`src/rtl/can_bt_pkg.sv`:
```
package can_bt_pkg;
  localparam int PRESC_W_D = 6;
  localparam int SEG1_W_D  = 4;
  localparam int SEG2_W_D  = 3;

  function automatic logic vote3(input logic a, input logic b, input logic c);
    return (a & b) | (a & c) | (b & c);
  endfunction
endpackage

```
`src/rtl/can_bt_cfg.sv`:
```
module can_bt_cfg #(
  parameter int PRESC_W = can_bt_pkg::PRESC_W_D,
  parameter int SEG1_W  = can_bt_pkg::SEG1_W_D,
  parameter int SEG2_W  = can_bt_pkg::SEG2_W_D,
  localparam int CW     = PRESC_W + 1 + SEG2_W + SEG1_W,
  localparam int MODE_B = SEG1_W + SEG2_W
) (
  input  logic          clk,
  input  logic          rst,
  input  logic          wr,
  input  logic [CW-1:0] wdata,
  input  logic          init_req,
  input  logic          init_ack,
  output logic [CW-1:0] cfg_q,
  output logic          invalid_q
);
  logic wr_ok;
  assign wr_ok = wr && init_req && init_ack;

  always_ff @(posedge clk) begin
    if (rst) begin
      cfg_q     <= '0;
      invalid_q <= 1'b0;
    end else if (wr_ok) begin
      cfg_q     <= wdata;
      invalid_q <= wdata[MODE_B] && (wdata[SEG1_W-1:0] == '0);
    end
  end

  // reset clears the stored word and the flag
  a_r1_reset_clear: assert property (@(posedge clk)
    rst |=> (cfg_q == '0 && !invalid_q));
  // outside initialization the word is frozen
  a_r2_locked: assert property (@(posedge clk) disable iff (rst)
    !(init_req && init_ack) |=> $stable(cfg_q));
endmodule

```
`src/rtl/can_bt_presc.sv`:
```
module can_bt_presc #(
  parameter int PRESC_W = can_bt_pkg::PRESC_W_D
) (
  input  logic               clk,
  input  logic               rst,
  input  logic               hold,
  input  logic [PRESC_W-1:0] div,
  output logic               tick,
  output logic               q_first
);
  logic [PRESC_W-1:0] cnt;

  assign tick    = (cnt == div);
  assign q_first = (cnt == '0);

  always_ff @(posedge clk) begin
    if (rst || hold)  cnt <= '0;
    else if (tick)    cnt <= '0;
    else              cnt <= cnt + 1'b1;
  end

  // a quantum ends by returning to its first clock
  a_r3_wrap: assert property (@(posedge clk) disable iff (rst)
    (tick && !hold) |=> q_first);
  // the count never passes the programmed limit
  a_r3_bound: assert property (@(posedge clk) disable iff (rst)
    !hold |=> (cnt <= div || $past(hold)));
endmodule

```
`src/rtl/can_bt_seg.sv`:
```
module can_bt_seg #(
  parameter int SEG1_W = can_bt_pkg::SEG1_W_D,
  parameter int SEG2_W = can_bt_pkg::SEG2_W_D,
  localparam int QW    = $clog2((1 << SEG1_W) + (1 << SEG2_W) + 1)
) (
  input  logic              clk,
  input  logic              rst,
  input  logic              hold,
  input  logic              tick,
  input  logic              q_first,
  input  logic [SEG1_W-1:0] seg1,
  input  logic [SEG2_W-1:0] seg2,
  output logic              bit_start_o,
  output logic              en_a,
  output logic              en_b,
  output logic              en_c
);
  logic [QW-1:0] q;
  logic [QW-1:0] last_q;
  logic [QW-1:0] smp_q;

  assign last_q = QW'(seg1) + QW'(seg2) + QW'(2);
  assign smp_q  = QW'(seg1) + QW'(1);

  assign en_c = tick && (q == smp_q);
  assign en_b = tick && (q == QW'(seg1));
  assign en_a = tick && (seg1 != '0) && (q == QW'(seg1) - QW'(1));

  always_ff @(posedge clk) begin
    if (rst || hold)         q <= '0;
    else if (tick)           q <= (q == last_q) ? '0 : q + 1'b1;
  end

  always_ff @(posedge clk) begin
    if (rst) bit_start_o <= 1'b0;
    else     bit_start_o <= !hold && q_first && (q == '0);
  end

  // quantum index stays inside the bit time
  a_r4_bound: assert property (@(posedge clk) disable iff (rst)
    q <= last_q);
  // the last quantum is followed by the sync quantum
  a_r4_wrap: assert property (@(posedge clk) disable iff (rst)
    (!hold && tick && q == last_q) |=> (q == '0));
endmodule

```
`src/rtl/can_bt_vote.sv`:
```
module can_bt_vote #(
  parameter bit TRIPLE_EN = 1'b1
) (
  input  logic clk,
  input  logic rst,
  input  logic hold,
  input  logic mode3,
  input  logic en_a,
  input  logic en_b,
  input  logic en_c,
  input  logic rx_in,
  output logic rx_bit_o,
  output logic rx_valid_o
);
  logic result;

  generate
    if (TRIPLE_EN) begin : g_triple
      logic s_a, s_b;
      always_ff @(posedge clk) begin
        if (rst) begin
          s_a <= 1'b0;
          s_b <= 1'b0;
        end else begin
          if (en_a) s_a <= rx_in;
          if (en_b) s_b <= rx_in;
        end
      end
      assign result = mode3 ? can_bt_pkg::vote3(s_a, s_b, rx_in) : rx_in;

      // voted bit is the majority of the three readings
      a_r6_vote: assert property (@(posedge clk) disable iff (rst)
        (!hold && mode3 && en_c) |=>
          (rx_bit_o == can_bt_pkg::vote3($past(s_a), $past(s_b), $past(rx_in))));
    end else begin : g_single
      assign result = rx_in;
    end
  endgenerate

  always_ff @(posedge clk) begin
    if (rst) begin
      rx_bit_o   <= 1'b0;
      rx_valid_o <= 1'b0;
    end else begin
      rx_valid_o <= !hold && en_c;
      if (!hold && en_c) rx_bit_o <= result;
    end
  end

  // single-reading bit equals the line at the sample point
  a_r5_single: assert property (@(posedge clk) disable iff (rst)
    (!hold && !mode3 && en_c) |=> (rx_valid_o && rx_bit_o == $past(rx_in)));
endmodule

```
`src/rtl/can_bit_sampler.sv`:
```
module can_bit_sampler #(
  parameter int PRESC_W   = can_bt_pkg::PRESC_W_D,
  parameter int SEG1_W    = can_bt_pkg::SEG1_W_D,
  parameter int SEG2_W    = can_bt_pkg::SEG2_W_D,
  parameter bit TRIPLE_EN = 1'b1,
  localparam int CW       = PRESC_W + 1 + SEG2_W + SEG1_W
) (
  input  logic          clk,
  input  logic          rst,
  input  logic          init_req,
  input  logic          init_ack,
  input  logic          cfg_wr,
  input  logic [CW-1:0] cfg_wdata,
  output logic [CW-1:0] cfg_rdata,
  output logic          cfg_invalid,
  input  logic          rx_in,
  output logic          rx_bit,
  output logic          rx_valid,
  output logic          bit_start
);
  localparam int MODE_B = SEG1_W + SEG2_W;
  localparam int PRE_LO = MODE_B + 1;

  logic [CW-1:0] cfg_q;
  logic          invalid_q;
  logic          hold, tick, q_first, en_a, en_b, en_c;

  can_bt_cfg #(.PRESC_W(PRESC_W), .SEG1_W(SEG1_W), .SEG2_W(SEG2_W)) u_cfg (
    .clk(clk), .rst(rst), .wr(cfg_wr), .wdata(cfg_wdata),
    .init_req(init_req), .init_ack(init_ack),
    .cfg_q(cfg_q), .invalid_q(invalid_q)
  );

  assign hold        = init_req || init_ack || invalid_q;
  assign cfg_rdata   = cfg_q;
  assign cfg_invalid = invalid_q;

  can_bt_presc #(.PRESC_W(PRESC_W)) u_presc (
    .clk(clk), .rst(rst), .hold(hold), .div(cfg_q[CW-1:PRE_LO]),
    .tick(tick), .q_first(q_first)
  );

  can_bt_seg #(.SEG1_W(SEG1_W), .SEG2_W(SEG2_W)) u_seg (
    .clk(clk), .rst(rst), .hold(hold), .tick(tick), .q_first(q_first),
    .seg1(cfg_q[SEG1_W-1:0]), .seg2(cfg_q[MODE_B-1:SEG1_W]),
    .bit_start_o(bit_start), .en_a(en_a), .en_b(en_b), .en_c(en_c)
  );

  can_bt_vote #(.TRIPLE_EN(TRIPLE_EN)) u_vote (
    .clk(clk), .rst(rst), .hold(hold), .mode3(cfg_q[MODE_B]),
    .en_a(en_a), .en_b(en_b), .en_c(en_c), .rx_in(rx_in),
    .rx_bit_o(rx_bit), .rx_valid_o(rx_valid)
  );

  // an invalid word silences both strobes
  a_r7_quiet: assert property (@(posedge clk) disable iff (rst)
    cfg_invalid |-> (!bit_start && !rx_valid));
  // initialization mode silences both strobes on the next clock
  a_r8_hold: assert property (@(posedge clk) disable iff (rst)
    (init_req || init_ack) |=> (!bit_start && !rx_valid));
  // the two strobes never coincide
  a_r4_apart: assert property (@(posedge clk) disable iff (rst)
    !(bit_start && rx_valid));
endmodule

```
`config.mk`:
```
export PLATFORM = sky130hd
export DESIGN_NAME = can_bit_sampler
export DESIGN_NICKNAME = d
export VERILOG_FILES = /design/src/rtl/can_bt_pkg.sv /design/src/rtl/can_bt_cfg.sv /design/src/rtl/can_bt_presc.sv /design/src/rtl/can_bt_seg.sv /design/src/rtl/can_bt_vote.sv /design/src/rtl/can_bit_sampler.sv
export SDC_FILE = /design/constraint.sdc
export NUM_CORES = 1
export LEC_CHECK = 0
export BUFFER_PORTS_ARGS = -buffer_cell sky130_fd_sc_hd__buf_2
export CORE_MARGIN = 5
export CORE_UTILIZATION = 49
export DETAILED_ROUTE_END_ITERATION = 12
export GPL_ROUTABILITY_DRIVEN = 0
export GPL_TIMING_DRIVEN = 0
export PLACE_DENSITY = 0.77
export SLEW_MARGIN = 20
export SYNTH_ARGS = -nofsm -noshare
export SYNTH_HDL_FRONTEND = slang
export SYNTH_HIERARCHICAL = 1
export SYNTH_SLANG_ARGS = --single-unit
```
`constraint.sdc`:
```
create_clock -name clk -period 2.15 [get_ports clk]
set_clock_uncertainty 0.15 [all_clocks]
set_input_delay 0.1075 -clock clk [delete_from_list [all_inputs] [get_ports clk]]
set_output_delay 0.1075 -clock clk [all_outputs]
set_load 0.05 [all_outputs]
```
==> impl.org <==
** Outcome
- Run status :: finished with violations
- The checks that failed: negative setup slack.

** Yosys
- Most frequent cell after synthesis :: sky130_fd_sc_hd__nand2_1
- Average cell area after synthesis :: 9.04 µm²
- In this run, distinct cell masters in the synthesized netlist total 42.
- During synthesis, Yosys emitted a total of 6 warnings.
- Synthesized cell area :: 1920 µm²
- Top post-synthesis cells by area :: sky130_fd_sc_hd__dfxtp_1 32%, sky130_fd_sc_hd__ha_1 8.5%, sky130_fd_sc_hd__xor2_1 6.9%, sky130_fd_sc_hd__nand2_1 6.3%, sky130_fd_sc_hd__a21oi_2 4.6%
- Sequential-to-total area share from yosys stat :: 0.324
- Instance count of the mapped netlist :: 212
- Summed over all instances, the cell type with the most area after synthesis is sky130_fd_sc_hd__dfxtp_1.
- Most used standard cells in the synthesized netlist :: 32 x sky130_fd_sc_hd__nand2_1, 31 x sky130_fd_sc_hd__dfxtp_1, 15 x sky130_fd_sc_hd__xor2_1, 13 x sky130_fd_sc_hd__ha_1, 11 x sky130_fd_sc_hd__a21oi_1
- Share of flip-flops with an asynchronous set or reset after synthesis :: 0
- The number of nets in the synthesized netlist is 246.
- Yosys top cell area share :: 0.324
- For this run, the leading register cell type out of synthesis is sky130_fd_sc_hd__dfxtp_1.
- Number of enable-type register cells in the synthesized netlist :: 0
- After synthesis the netlist holds a flip-flop and latch count of 31.

** Cells and area
- Nets :: 311
- Filler cell count in the final layout :: 300
- Of the cells placed in the final design, the portion with a size suffix greater than 1 is 0.399.
- Leaving out filler cells and counting taps, the final layout contains 326.
- Final antenna diode count :: 0
- Layout Area Growth over Synthesis :: 35.3%

** GRT
- Global router's overall resource usage :: 0.180
- The number of global-route vias before repair is 1571.
- Leftover overflow at the end of global routing :: 0
- The initial antenna violation count is 0.
- Entering global routing, the biggest net connects 22 pins.
- The first global-routing pass estimated 7490 µm of wire.

** Clock tree
- Clock-pin slew was measured on the worst setup and hold paths at 0.07 ns.
- In this run the number of H-tree levels came out at 2.
- TritonCTS clock tree :: built
- Clock latency on the worst-skew pair :: 0.28 ns
- Clock tree synthesis selected as its root buffer the cell sky130_fd_sc_hd__clkbuf_8.
- CTS sink count :: 31
- Counting along the longest clock path gives a buffer depth of 2.
- CTS buffer count :: 5

** Detailed routing
- Summing over every cut layer, the via total after detailed routing is 1678.
- Count of routing violations after the opening detailed-route iteration :: 152
- Number of detailed-route iterations in the first pass :: 4
- Dividing the detail-routed via count by the number of cells gives 5.15.
- Post-detailed-route wirelength per cell :: 13.7 µm
- Summed over all layers, the routed wires come to 4480 µm.
- Once detail routing completed, the nets flagged for antenna violations numbered 0.
- In the routed design, unresolved DRC markers number 0.

** STA
- Final count of pins violating max slew :: 0
- Max-Slew Margin vs Limit :: 0.698
- Final Setup Violations :: 5
- The tightest hold path in the finished design has a slack of 0.0793 ns.
- At the pin with the least slew margin, the transition time is 0.453 ns.
- Least setup slack across all paths after layout :: -0.189 ns
- RSZ-0062 raised after global routing :: yes
- After layout, the minimum clock period comes to 2.34 ns.
- The final count of hold timing violations came to 0.
- Based on the critical path, the design can be clocked at up to 428 MHz.
- Total negative slack for setup checks :: -0.898 ns
- Dividing the final minimum period by the clock period gives 1.09.

** Job
- Max capacitance violation total :: 0

** Floorplanning
- For this design the top-level I/O count stands at 38.
- X dimension of the die :: 72.5 µm
- In this run the core area contains 22 standard-cell rows.
- Measured along the y axis, the die boundary spans 72.5 µm.
- Area of the die :: 5260 µm²
- Core Area :: 3720 µm²
- Starting density of the core :: 0.516

** Power
- Power spread over the standard cell area amounts to 553 nW/µm².
- Power, Total :: 1440 µW
- Leak Pwr :: 0.00115 µW
- IR analysis of the VDD net gives a maximum drop of 0.355 mV.

** Worst setup path
- Crit path required time :: 2.14 ns
- Arrival time of the worst setup path :: 2.33 ns
- The worst setup path is of the reg2reg kind.
- R2R Setup Slk :: -0.19 ns
- Kind of start point of the critical path :: register
- Worst-path maximum fanout :: 5
- The worst setup path is captured at a register.

** Placed design
- Counting tap cells, the placed design contains a total of 297 instances.
- Buffers placed on the I/O ports in this run total 37.
- Detailed placement finished with a half-perimeter wire length of 2980 µm.

** Worst hold path
- In this run the worst hold path is classified as in2reg.
## power by group
part           switching, µW  internal (µW)  total (µW)
clock                    214            346         560
sequential              14.4            583         597
combinational            148            131         278
## cell families after synthesis
group / share of synthesized area
AO/OA/AOI/OAI: 0.132
XOR/XNOR: 0.154
adder cells (fa/ha/maj): 0.0953
buffers and inverters: 0.0620
flip-flops: 0.324
multiplexers: 0.0157
AND/OR/NAND/NOR: 0.217
## state kept, by name, summed over array words and instances, names as in the netlist
register,flops
u_vote/rx_valid_o,1
u_seg/bit_start_o,1
u_vote/g_triple.s_b,1
u_vote/rx_bit_o,1
u_seg/q,5
u_cfg/cfg_q,14
u_presc/cnt,6
u_vote/g_triple.s_a,1
u_cfg/invalid_q,1
## layout make-up
cell class	instances	area (µm²)	share of cell area
Timing Repair Buffer	59	388	0.150
Clock buffer	7	76.3	0.0294
Multi-Input combinational cell	159	1250	0.482
Clock inverter	1	30.0	0.0116
Buffer	12	91.3	0.0352
Sequential cell	31	662	0.255
Inverter	9	36.3	0.0140
Tap cell	48	60.1	0.0232
## cell usage in the layout, fill, tap and decap left out, types with 9 or more instances in the layout
master	Yosys	layout
sky130_fd_sc_hd__a21oi_1	11	11
sky130_fd_sc_hd__a21oi_2	10	10
sky130_fd_sc_hd__buf_2	7	43
sky130_fd_sc_hd__dfxtp_1	31	14
sky130_fd_sc_hd__dfxtp_2	0	9
sky130_fd_sc_hd__dlygate4sd3_1	0	15
sky130_fd_sc_hd__ha_1	13	11
sky130_fd_sc_hd__nand2_1	32	32
sky130_fd_sc_hd__nand3_1	10	10
sky130_fd_sc_hd__xnor2_1	10	9
sky130_fd_sc_hd__xor2_1	15	14
## through the flow
step	setup slack, ns	utilization	cell area (µm²)
2_1_floorplan	-0.158	-	1990
3_3_place_gp	-0.248	0.602	2240
3_5_place_dp	-0.278	0.602	2240
4_1_cts	-0.223	0.679	2520
5_1_grt	-0.253	0.698	2590
6_report	-0.189	0.698	2590
## final timing paths
| path | startpoint | endpoint | cells after the start |
|---|---|---|---|
| worst max-delay path | u_cfg/cfg_q[1] | u_seg/q[4] | 9 |
| worst min-delay path | rst | u_vote/rx_valid_o | 2 |
| worst max register to register | u_cfg/cfg_q[1] | u_seg/q[4] | 9 |
| worst min register to register | u_cfg/invalid_q | u_cfg/invalid_q | 2 |
## critical path, cell delays in order (launching register included)
cell	delay (ns)
sky130_fd_sc_hd__dfxtp_4	0.36
sky130_fd_sc_hd__inv_4	0.04
sky130_fd_sc_hd__ha_4	0.25
sky130_fd_sc_hd__inv_2	0.04
sky130_fd_sc_hd__ha_4	0.15
sky130_fd_sc_hd__fa_1	0.53
sky130_fd_sc_hd__xnor2_2	0.12
sky130_fd_sc_hd__nand4_1	0.18
sky130_fd_sc_hd__a211oi_4	0.30
sky130_fd_sc_hd__nor4_1	0.08
## timing repair
item                                   CTS  global route
setup buffers                            3             4
hold buffers                            15             0
resized for setup                        5            10
pin swaps                               12             7
setup endpoints to repair                8             8
cloned                                   0             0
endpoints found under the hold margin   17             0
## per-layer routing
metal	vias up	wire length, µm	track usage
met4	0	73	0.0635
met2	37	2270	0.301
met1	780	1960	0.228
met5	-	0	0
met3	7	182	0.0388
li1	854	-	-
Note: power is estimated with default switching activity, not from simulation.
